File: config.mk
export PLATFORM = sky130hd
export DESIGN_NAME = fault_inject_ctrl
export DESIGN_NICKNAME = d
export VERILOG_FILES = /design/src/rtl/fi_pkg.sv /design/src/rtl/fi_countdown.sv /design/src/rtl/fi_arbiter.sv /design/src/rtl/fi_record.sv /design/src/rtl/fault_inject_ctrl.sv
export SDC_FILE = /design/constraint.sdc
export NUM_CORES = 1
export LEC_CHECK = 0
export BUFFER_PORTS_ARGS = -buffer_cell sky130_fd_sc_hd__buf_4
export CORE_UTILIZATION = 40
export CTS_CLUSTER_SIZE = 28
export DETAILED_ROUTE_END_ITERATION = 10
export PLACE_DENSITY = 0.84
export REMOVE_ABC_BUFFERS = 1
export SETUP_SLACK_MARGIN = 0.2
export SLEW_MARGIN = 20
export SYNTH_ARGS = -nofsm -noshare
export SYNTH_HDL_FRONTEND = slang
export SYNTH_SLANG_ARGS = --single-unit
File: constraint.sdc
create_clock -name clk_i -period 1.9 [get_ports clk_i]
set_input_delay 0 -clock clk_i [delete_from_list [all_inputs] [get_ports clk_i]]
set_output_delay 0 -clock clk_i [all_outputs]
set_load 0.01 [all_outputs]
File: src/rtl/fi_pkg.sv
package fi_pkg;
   typedef enum logic [1:0] {
      ERR_CORR   = 2'd0,
      ERR_DEFER  = 2'd1,
      ERR_UNCONT = 2'd2,
      ERR_RECOV  = 2'd3
   } err_class_e;

   typedef struct packed {
      logic       valid;
      err_class_e cls;
      logic       injected;
   } err_evt_t;

   function automatic logic needs_abort(input err_class_e c);
      return c != ERR_CORR;
   endfunction
endpackage

File: src/rtl/fi_countdown.sv
module fi_countdown #(
   parameter int CNT_W = 16
) (
   input  logic             clk_i,
   input  logic             rst_ni,
   input  logic             en_i,
   input  logic             load_i,
   input  logic             arm_i,
   input  logic             repeat_i,
   input  logic [1:0]       class_i,
   input  logic [CNT_W-1:0] count_i,
   input  logic             fire_i,
   output logic             ready_o,
   output logic [1:0]       class_o
);
   localparam logic [CNT_W-1:0] ZERO = '0;
   localparam logic [CNT_W-1:0] ONE  = {{(CNT_W-1){1'b0}}, 1'b1};

   logic             armed_q;
   logic             rep_q;
   logic [1:0]       cls_q;
   logic [CNT_W-1:0] cnt_q;
   logic [CNT_W-1:0] reload_q;

   always_ff @(posedge clk_i or negedge rst_ni) begin
      if (!rst_ni) begin
         armed_q  <= 1'b0;
         rep_q    <= 1'b0;
         cls_q    <= 2'd0;
         cnt_q    <= ZERO;
         reload_q <= ZERO;
      end else if (load_i) begin
         armed_q  <= arm_i;
         rep_q    <= repeat_i;
         cls_q    <= class_i;
         cnt_q    <= count_i;
         reload_q <= count_i;
      end else if (fire_i) begin
         if (rep_q) cnt_q <= reload_q;
         else       armed_q <= 1'b0;
      end else if (armed_q && en_i && cnt_q != ZERO) begin
         cnt_q <= cnt_q - ONE;
      end
   end

   assign ready_o = armed_q && (cnt_q == ZERO);
   assign class_o = cls_q;
endmodule

File: src/rtl/fi_arbiter.sv
module fi_arbiter
   import fi_pkg::*;
(
   input  logic     inj_fire_i,
   input  logic [1:0] inj_class_i,
   input  logic     real_hit_i,
   input  logic [1:0] real_class_i,
   output err_evt_t evt_o
);
   err_class_e inj_c;
   err_class_e real_c;

   always_comb begin
      inj_c  = err_class_e'(inj_class_i);
      real_c = err_class_e'(real_class_i);
      evt_o  = '{valid: 1'b0, cls: ERR_CORR, injected: 1'b0};
      if (real_hit_i && needs_abort(real_c)) begin
         evt_o = '{valid: 1'b1, cls: real_c, injected: 1'b0};
      end else if (inj_fire_i) begin
         evt_o = '{valid: 1'b1, cls: inj_c, injected: 1'b1};
      end else if (real_hit_i) begin
         evt_o = '{valid: 1'b1, cls: real_c, injected: 1'b0};
      end
   end
endmodule

File: src/rtl/fi_record.sv
module fi_record
   import fi_pkg::*;
(
   input  logic       clk_i,
   input  logic       rst_ni,
   input  err_evt_t   evt_i,
   input  logic       clr_i,
   output logic       irq_o,
   output logic       abort_o,
   output logic       valid_o,
   output logic [1:0] class_o,
   output logic       injected_o
);
   always_ff @(posedge clk_i or negedge rst_ni) begin
      if (!rst_ni) begin
         irq_o      <= 1'b0;
         abort_o    <= 1'b0;
         valid_o    <= 1'b0;
         class_o    <= 2'd0;
         injected_o <= 1'b0;
      end else begin
         irq_o   <= evt_i.valid;
         abort_o <= evt_i.valid && needs_abort(evt_i.cls);
         if (evt_i.valid) begin
            valid_o    <= 1'b1;
            class_o    <= evt_i.cls;
            injected_o <= evt_i.injected;
         end else if (clr_i) begin
            valid_o <= 1'b0;
         end
      end
   end
endmodule

File: src/rtl/fault_inject_ctrl.sv
module fault_inject_ctrl
   import fi_pkg::*;
#(
   parameter int CNT_W     = 16,
   parameter int DATA_W    = 64,
   parameter bit PIPE_DATA = 1'b0
) (
   input  logic              clk_i,
   input  logic              rst_ni,
   input  logic              detect_en_i,
   input  logic              cfg_we_i,
   input  logic              cfg_arm_i,
   input  logic              cfg_repeat_i,
   input  logic [1:0]        cfg_class_i,
   input  logic [CNT_W-1:0]  cfg_count_i,
   input  logic              acc_valid_i,
   input  logic              acc_cacheable_i,
   input  logic [DATA_W-1:0] acc_rdata_i,
   output logic [DATA_W-1:0] acc_rdata_o,
   input  logic              real_err_i,
   input  logic [1:0]        real_class_i,
   input  logic              rec_clr_i,
   output logic              irq_o,
   output logic              abort_o,
   output logic              rec_valid_o,
   output logic [1:0]        rec_class_o,
   output logic              rec_injected_o
);
   if (CNT_W < 1 || CNT_W > 32) begin : g_bad_cnt
      $error("CNT_W must be 1..32");
   end
   if (DATA_W < 1) begin : g_bad_data
      $error("DATA_W must be positive");
   end

   logic       ready;
   logic       fire;
   logic       real_hit;
   logic [1:0] inj_class;
   err_evt_t   evt;

   assign fire     = ready && detect_en_i && acc_valid_i && acc_cacheable_i;
   assign real_hit = detect_en_i && acc_valid_i && real_err_i;

   fi_countdown #(.CNT_W(CNT_W)) u_cnt (
      .clk_i    (clk_i),
      .rst_ni   (rst_ni),
      .en_i     (detect_en_i),
      .load_i   (cfg_we_i),
      .arm_i    (cfg_arm_i),
      .repeat_i (cfg_repeat_i),
      .class_i  (cfg_class_i),
      .count_i  (cfg_count_i),
      .fire_i   (fire),
      .ready_o  (ready),
      .class_o  (inj_class)
   );

   fi_arbiter u_arb (
      .inj_fire_i   (fire),
      .inj_class_i  (inj_class),
      .real_hit_i   (real_hit),
      .real_class_i (real_class_i),
      .evt_o        (evt)
   );

   fi_record u_rec (
      .clk_i      (clk_i),
      .rst_ni     (rst_ni),
      .evt_i      (evt),
      .clr_i      (rec_clr_i),
      .irq_o      (irq_o),
      .abort_o    (abort_o),
      .valid_o    (rec_valid_o),
      .class_o    (rec_class_o),
      .injected_o (rec_injected_o)
   );

   if (PIPE_DATA) begin : g_data_reg
      always_ff @(posedge clk_i or negedge rst_ni) begin
         if (!rst_ni) acc_rdata_o <= '0;
         else         acc_rdata_o <= acc_rdata_i;
      end
   end else begin : g_data_wire
      assign acc_rdata_o = acc_rdata_i;
   end
endmodule

## Yosys cells after proc, flatten, opt, wreduce, memory -nomap -nowiden

Index checks and enable logic that the tools add are counted.

| storage, ports and cells | value |
|---|---|
| flip-flop bits (word level) | 42 |
| input port bits | 94 |
| output and inout port bits | 70 |

| cells by class | value |
|---|---|
| add/sub/neg operators | 1 |
| eq/ne operators | 2 |
| mux-type cells | 12 |
| reductions and logical operators | 19 |

Operator list:

| cell | number |
|---|---|
| 16-bit 2-to-1 mux | 4 |
| 16-bit zero test | 1 |
| 16-bit nonzero test | 1 |
| 16-bit by 1-bit subtractor with 16-bit output (second input constant) | 1 |
| 4-bit 2-to-1 mux | 3 |
| 1-bit logical AND | 10 |
| 2-bit nonzero test | 4 |
| 1-bit 2-to-1 mux | 5 |
| 2-bit AND reduction | 2 |
| 3-bit by 2-bit inequality test with 1-bit output (second input constant) | 1 |
| 3-bit nonzero test | 1 |
| 2-bit inequality test (second input constant) | 1 |

## Logic depth before layout (Yosys ltp)

| logic depth | value |
|---|---|
| depth after elaboration | 9 |
| mapped depth | 9 |

## Cells and area by module

A second synthesis with hierarchy kept.

| unflattened totals | value |
|---|---|
| cell total of the unflattened synthesis | 264 |
| area, all modules | 2578.7 µm² |

Modules (own cells, without submodules):

| module | instances | cells an instance | area an instance (µm²) | seq. area each (µm²) |
|---|---|---|---|---|
| fi_countdown | 1 | 179 | 1830.5 | 900.9 |
| fault_inject_ctrl | 1 | 66 | 496.7 | 0.0 |
| fi_record | 1 | 12 | 203.9 | 150.1 |
| fi_arbiter | 1 | 7 | 47.5 | 0.0 |

## Least setup slack after synthesis

OpenSTA, ideal clock, no wires.

| timing | value |
|---|---|
| kind | register to register |
| start point | register u_cnt.cnt_q[0] |
| end point | register u_cnt.cnt_q[13] |
| library setup time | 0.122 ns |
| arrival | 1.925 ns |
| required time | 1.778 ns |
| path slack | -0.147 ns |
| stages on the path, launching flop included | 10 |
| period minus slack after synthesis | 2.047 ns |
| path through | dfrtp_1 inv_1 ha_1 nor2b_1 and4_1 buf_2 a22oi_1 clkbuf_1 o21ai_0 a32o_1 |

| on the way | value |
|---|---|
| cells in the longest elaborated chain, start to end | 7 |
| elaborated cells between the ends (all ways) | 14 |
| classes of those cells | add/sub: 1; eq/ne: 1; mux: 3; reduce/logical: 9 |

Ends and longest elaborated chain:

| what | line | RTL |
|---|---|---|
| start, declared | fi_countdown.sv:22 | `logic [CNT_W-1:0] cnt_q;` |
| start signal, assigned | fi_countdown.sv:36 | `cnt_q <= count_i;` |
| start signal, assigned | fi_countdown.sv:39 | `if (rep_q) cnt_q <= reload_q;` |
| start signal, assigned | fi_countdown.sv:42 | `cnt_q <= cnt_q - ONE;` |
| branches (longest 7 deep; another with 16-bit by 1-bit subtractor with 16-bit output) | -- |  |

Several ways; the timed one is not identified. The select of a mux whose other input is x is not followed.
A chain may end at the register's enable or synchronous reset.

## Final worst setup path

| timing | value |
|---|---|
| start point | register u_cnt.cnt_q[9] |
| end point | register u_cnt.cnt_q[12] |

The elaborated chain is that of the path after synthesis.

==> flow_metrics.py <==
metrics = {
    "outcome": {
        "status": "finished, violations left",
        "violations": "setup timing",
    },
    "clocking": {
        "clkTransAtPathRegs_ns": 0.08,
        "numClockSinks": 42,
        "cts-buffers-inserted": 5,
        "tritoncts": "yes",
        "cts_buffer_depth": 2,
        "clock_latency_ns": 0.30,
        "cts_root_buf": "clkbuf_8",
        "htree_levels": 2,
    },
    "placement": {
        "post-place-ws_ns": -0.0829,
        "place_area_mm2": 0.00294,
        "port_buffers": 35,
        "dp_cells": 400,
        "gp_congestion": 0.997,
        "dp_hpwl_mm": 9.65,
    },
    "final_layout": {
        "n_antenna_cell": 0,
        "n_fill_cell": 601,
        "stdcell_count": 438,
        "drive_gt1_share_pct": 38.3,
        "final_area_mm2": 0.00349,
        "register_area_mm2": 0.00105,
        "fin_nets": 437,
        "area_delta_synth_final_pct": 24.0,
        "multi_input_area_mm2": 0.00132,
    },
    "routing": {
        "drc_errors": 0,
        "wl_mm": 12.0,
        "drtAntennaViolNets": 0,
        "wl_per_cell_um": 27.5,
        "drt_pass1_iterations": 4,
        "vias": 2478,
        "vias_per_cell": 5.66,
        "drt-initial-drc-count": 225,
    },
    "yosys": {
        "ys_types": 46,
        "netlist.area_leader.share_pct": 37.3,
        "synth_area_leaders": "dfrtp_1, buf_4, mux2_2, o21ai_0, nand3_1",
        "synth_top_area_cell": "dfrtp_1",
        "synth_area_per_cell_um2": 9.08,
        "yosysSeqAreaShare_pct": 37.3,
        "ys_top_cells_by_count": "buf_4, dfrtp_1, o21ai_0",
        "yosys_warnings": 0,
        "synth-seq-cells": 42,
        "yosysMostFrequentCell": "buf_4",
        "synthCells": 310,
        "yosys_most_used_dff": "dfrtp_1",
        "synth_edf_count": 0,
        "async_flop_share_pct": 100,
        "synth_area_mm2": 0.00281,
    },
    "timing": {
        "hold_viol": 0,
        "whs_ns": 0.000196,
        "fin_crit_sh_pct": 104,
        "worst_slew_pin_slew_ns": 0.561,
        "slew_viol_final": 0,
        "period_needed_ns": 1.97,
        "setup_viol": 10,
        "fmax_ghz": 0.507,
        "finClkSkew_ns": 0.00528,
        "fin_ws_ns": -0.0732,
        "rsz0062_at_grt": "true",
        "slew_headroom_pct": 62.6,
    },
    "power_and_ir_drop": {
        "p_leak_nw": 1.48,
        "sequentialPowerShare_pct": 45.1,
        "peakVddDrop_v": 0.000244,
        "pwr_density_cell_mw_per_mm2": 685,
        "internal_power_w": 0.00170,
        "p_total_w": 0.00239,
        "swShare_pct": 28.7,
        "combPwrFrac_pct": 25.0,
        "pwr-share-clk_pct": 29.9,
        "p_sw_w": 0.000686,
    },
    "worst_setup_path": {
        "path_cells": "or3_4, or3_4, buf_12, or3_4, a21oi_2, o2bb2ai_1",
        "regToRegSetupSlack_ns": -0.07,
        "cp-startpoint": "u_cnt.cnt_q[9]",
        "critical_path_arrival_ns": 2.16,
        "slowest_stage": "or3_4",
        "cp_num_buf_inv": 1,
        "crit_family": "simple AND/OR/NAND/NOR gates",
        "cp-start-kind": "register",
        "crit_path_max_fanout": 6,
        "crit-reg2reg-launch": "u_cnt.cnt_q[9]",
        "cpPeakStageDelay_ns": 0.40,
        "timing.rr.end": "u_cnt.cnt_q[12]",
        "cp.required_ns": 2.09,
        "critical_path_class": "reg -> reg",
        "cp-endpoint": "u_cnt.cnt_q[12]",
        "critPathCaptureType": "register",
        "rr_worst_depth": 6,
        "critical_path_depth": 6,
        "cpMostUsedCell": "or3_4",
    },
    "worst_hold_path": {
        "hold_class": "in -> out",
        "hold_path_startpoint": "acc_rdata_i[8]",
    },
    "floorplan": {
        "core_area_mm2": 0.00679,
        "die_h_um": 85.9,
        "dieArea_mm2": 0.00737,
        "ioPinCount": 164,
        "rows": 30,
        "initial_core_util_pct": 41.4,
        "die_w_um": 85.9,
    },
    "global_route": {
        "grt_pass1_vias": 2396,
        "grt_usage_pct": 32.7,
        "grt_overflow": 0,
        "grt_max_degree": 43,
        "grt_pass1_wl_mm": 16.6,
        "antenna_found_initial": 0,
    },
    "run": {
        "cap_violations": 0,
    },
}
-- power groups by stage --
stage	clock (W)	sequential, W	combinational [W]
3_5_place_dp	0	0.00108	0.000492
4_1_cts	0.000731	0.00107	0.000566
5_1_grt	0.000759	0.00109	0.000648
6_report	0.000714	0.00108	0.000598
3_3_place_gp	0	0.00108	0.000479
2_1_floorplan	0	0.00109	0.000214
-- what timing repair did --
action / CTS / global route
hold endpoints to repair: 67 / 0
hold buffers: 22 / 0
setup buffers: 3 / 4
cloned: 1 / 0
pin swaps: 7 / 4
setup endpoints to repair: 21 / 21
gates resized for setup: 22 / 14
-- layer usage --
metal  vias to the layer above  wire length [µm]  global-route usage [%]
li1                       1111                 -                       -
met1                      1164              4170                    34.5
met2                       164              4600                    41.9
met3                        39              2490                    29.8
met4                         0               781                    19.8
met5                         -                 0                    2.80
-- cells by family (layout without fill, tap and decap cells) --
family	Yosys count	count (layout)	synth area share, %
flip-flops	42	42	37.4
adder cells (fa/ha/maj)	2	2	0.889
AND/OR/NAND/NOR	96	96	18.5
multiplexers	15	15	6.00
XOR/XNOR	1	1	0.311
buffers and inverters	86	118	20.8
AO/OA/AOI/OAI	68	68	16.1
-- through the flow --
step	util, %	TNS (ns)
finish	51.4	-0.352
detailed placement	43.3	-0.535
global route	51.4	-1.17
CTS	50.0	-0.187
global placement	43.3	-0.142
floorplan	-	-5.53
-- worst min-delay path by stage --
stage	slack, ns	cells past startpoint	end
after floorplan	-0.30	0	u_cnt.armed_q
after global placement	0.0004	0	acc_rdata_o[8]
after detailed placement	0.0004	0	acc_rdata_o[8]
after CTS	0.0004	0	acc_rdata_o[8]
after global routing	0.0001	0	acc_rdata_o[51]
final	0.0002	0	acc_rdata_o[8]
-- worst register-to-register path, cell delays in order, from the launching register on --
cell and delay (ns):
dfrtp_1 0.39, or3_4 0.40, or3_4 0.39, buf_12 0.15
or3_4 0.32, a21oi_2 0.13, o2bb2ai_1 0.08
-- registers in the layout (all words and copies together), names as in the netlist --
| signal | flops |
|---|---|
| u_cnt.reload_q | 16 |
| u_rec.injected_o | 1 |
| u_cnt.class_o | 2 |
| u_rec.abort_o | 1 |
| u_rec.irq_o | 1 |
| u_rec.valid_o | 1 |
| u_rec.class_o | 2 |
| u_cnt.armed_q | 1 |
| u_cnt.cnt_q | 16 |
| u_cnt.rep_q | 1 |
-- placed cells by master (no fill, tap or decap), drive strengths merged, types with 4 or more instances in the layout --
master        n
o21ai        25
dfrtp        42
nand2b        7
nor2         18
dlygate4sd3  22
nor3          8
a31oi         6
nor2b         4
or3           8
nor4          8
a21oi         8
inv           6
o2bb2ai       5
a32o          6
clkbuf        6
buf          82
nand2        14
mux2         15
nand3        17
-- layout make-up --
cell class | instances | share of cell area, %
multi-input cells | 182 | 37.8
clock inverters | 2 | 1.08
flip-flops and latches | 42 | 30.1
clock buffers | 6 | 2.08
repair buffers | 104 | 24.9
inverters | 6 | 0.645
well taps | 96 | 3.44
(Power assumes the default switching activity.)
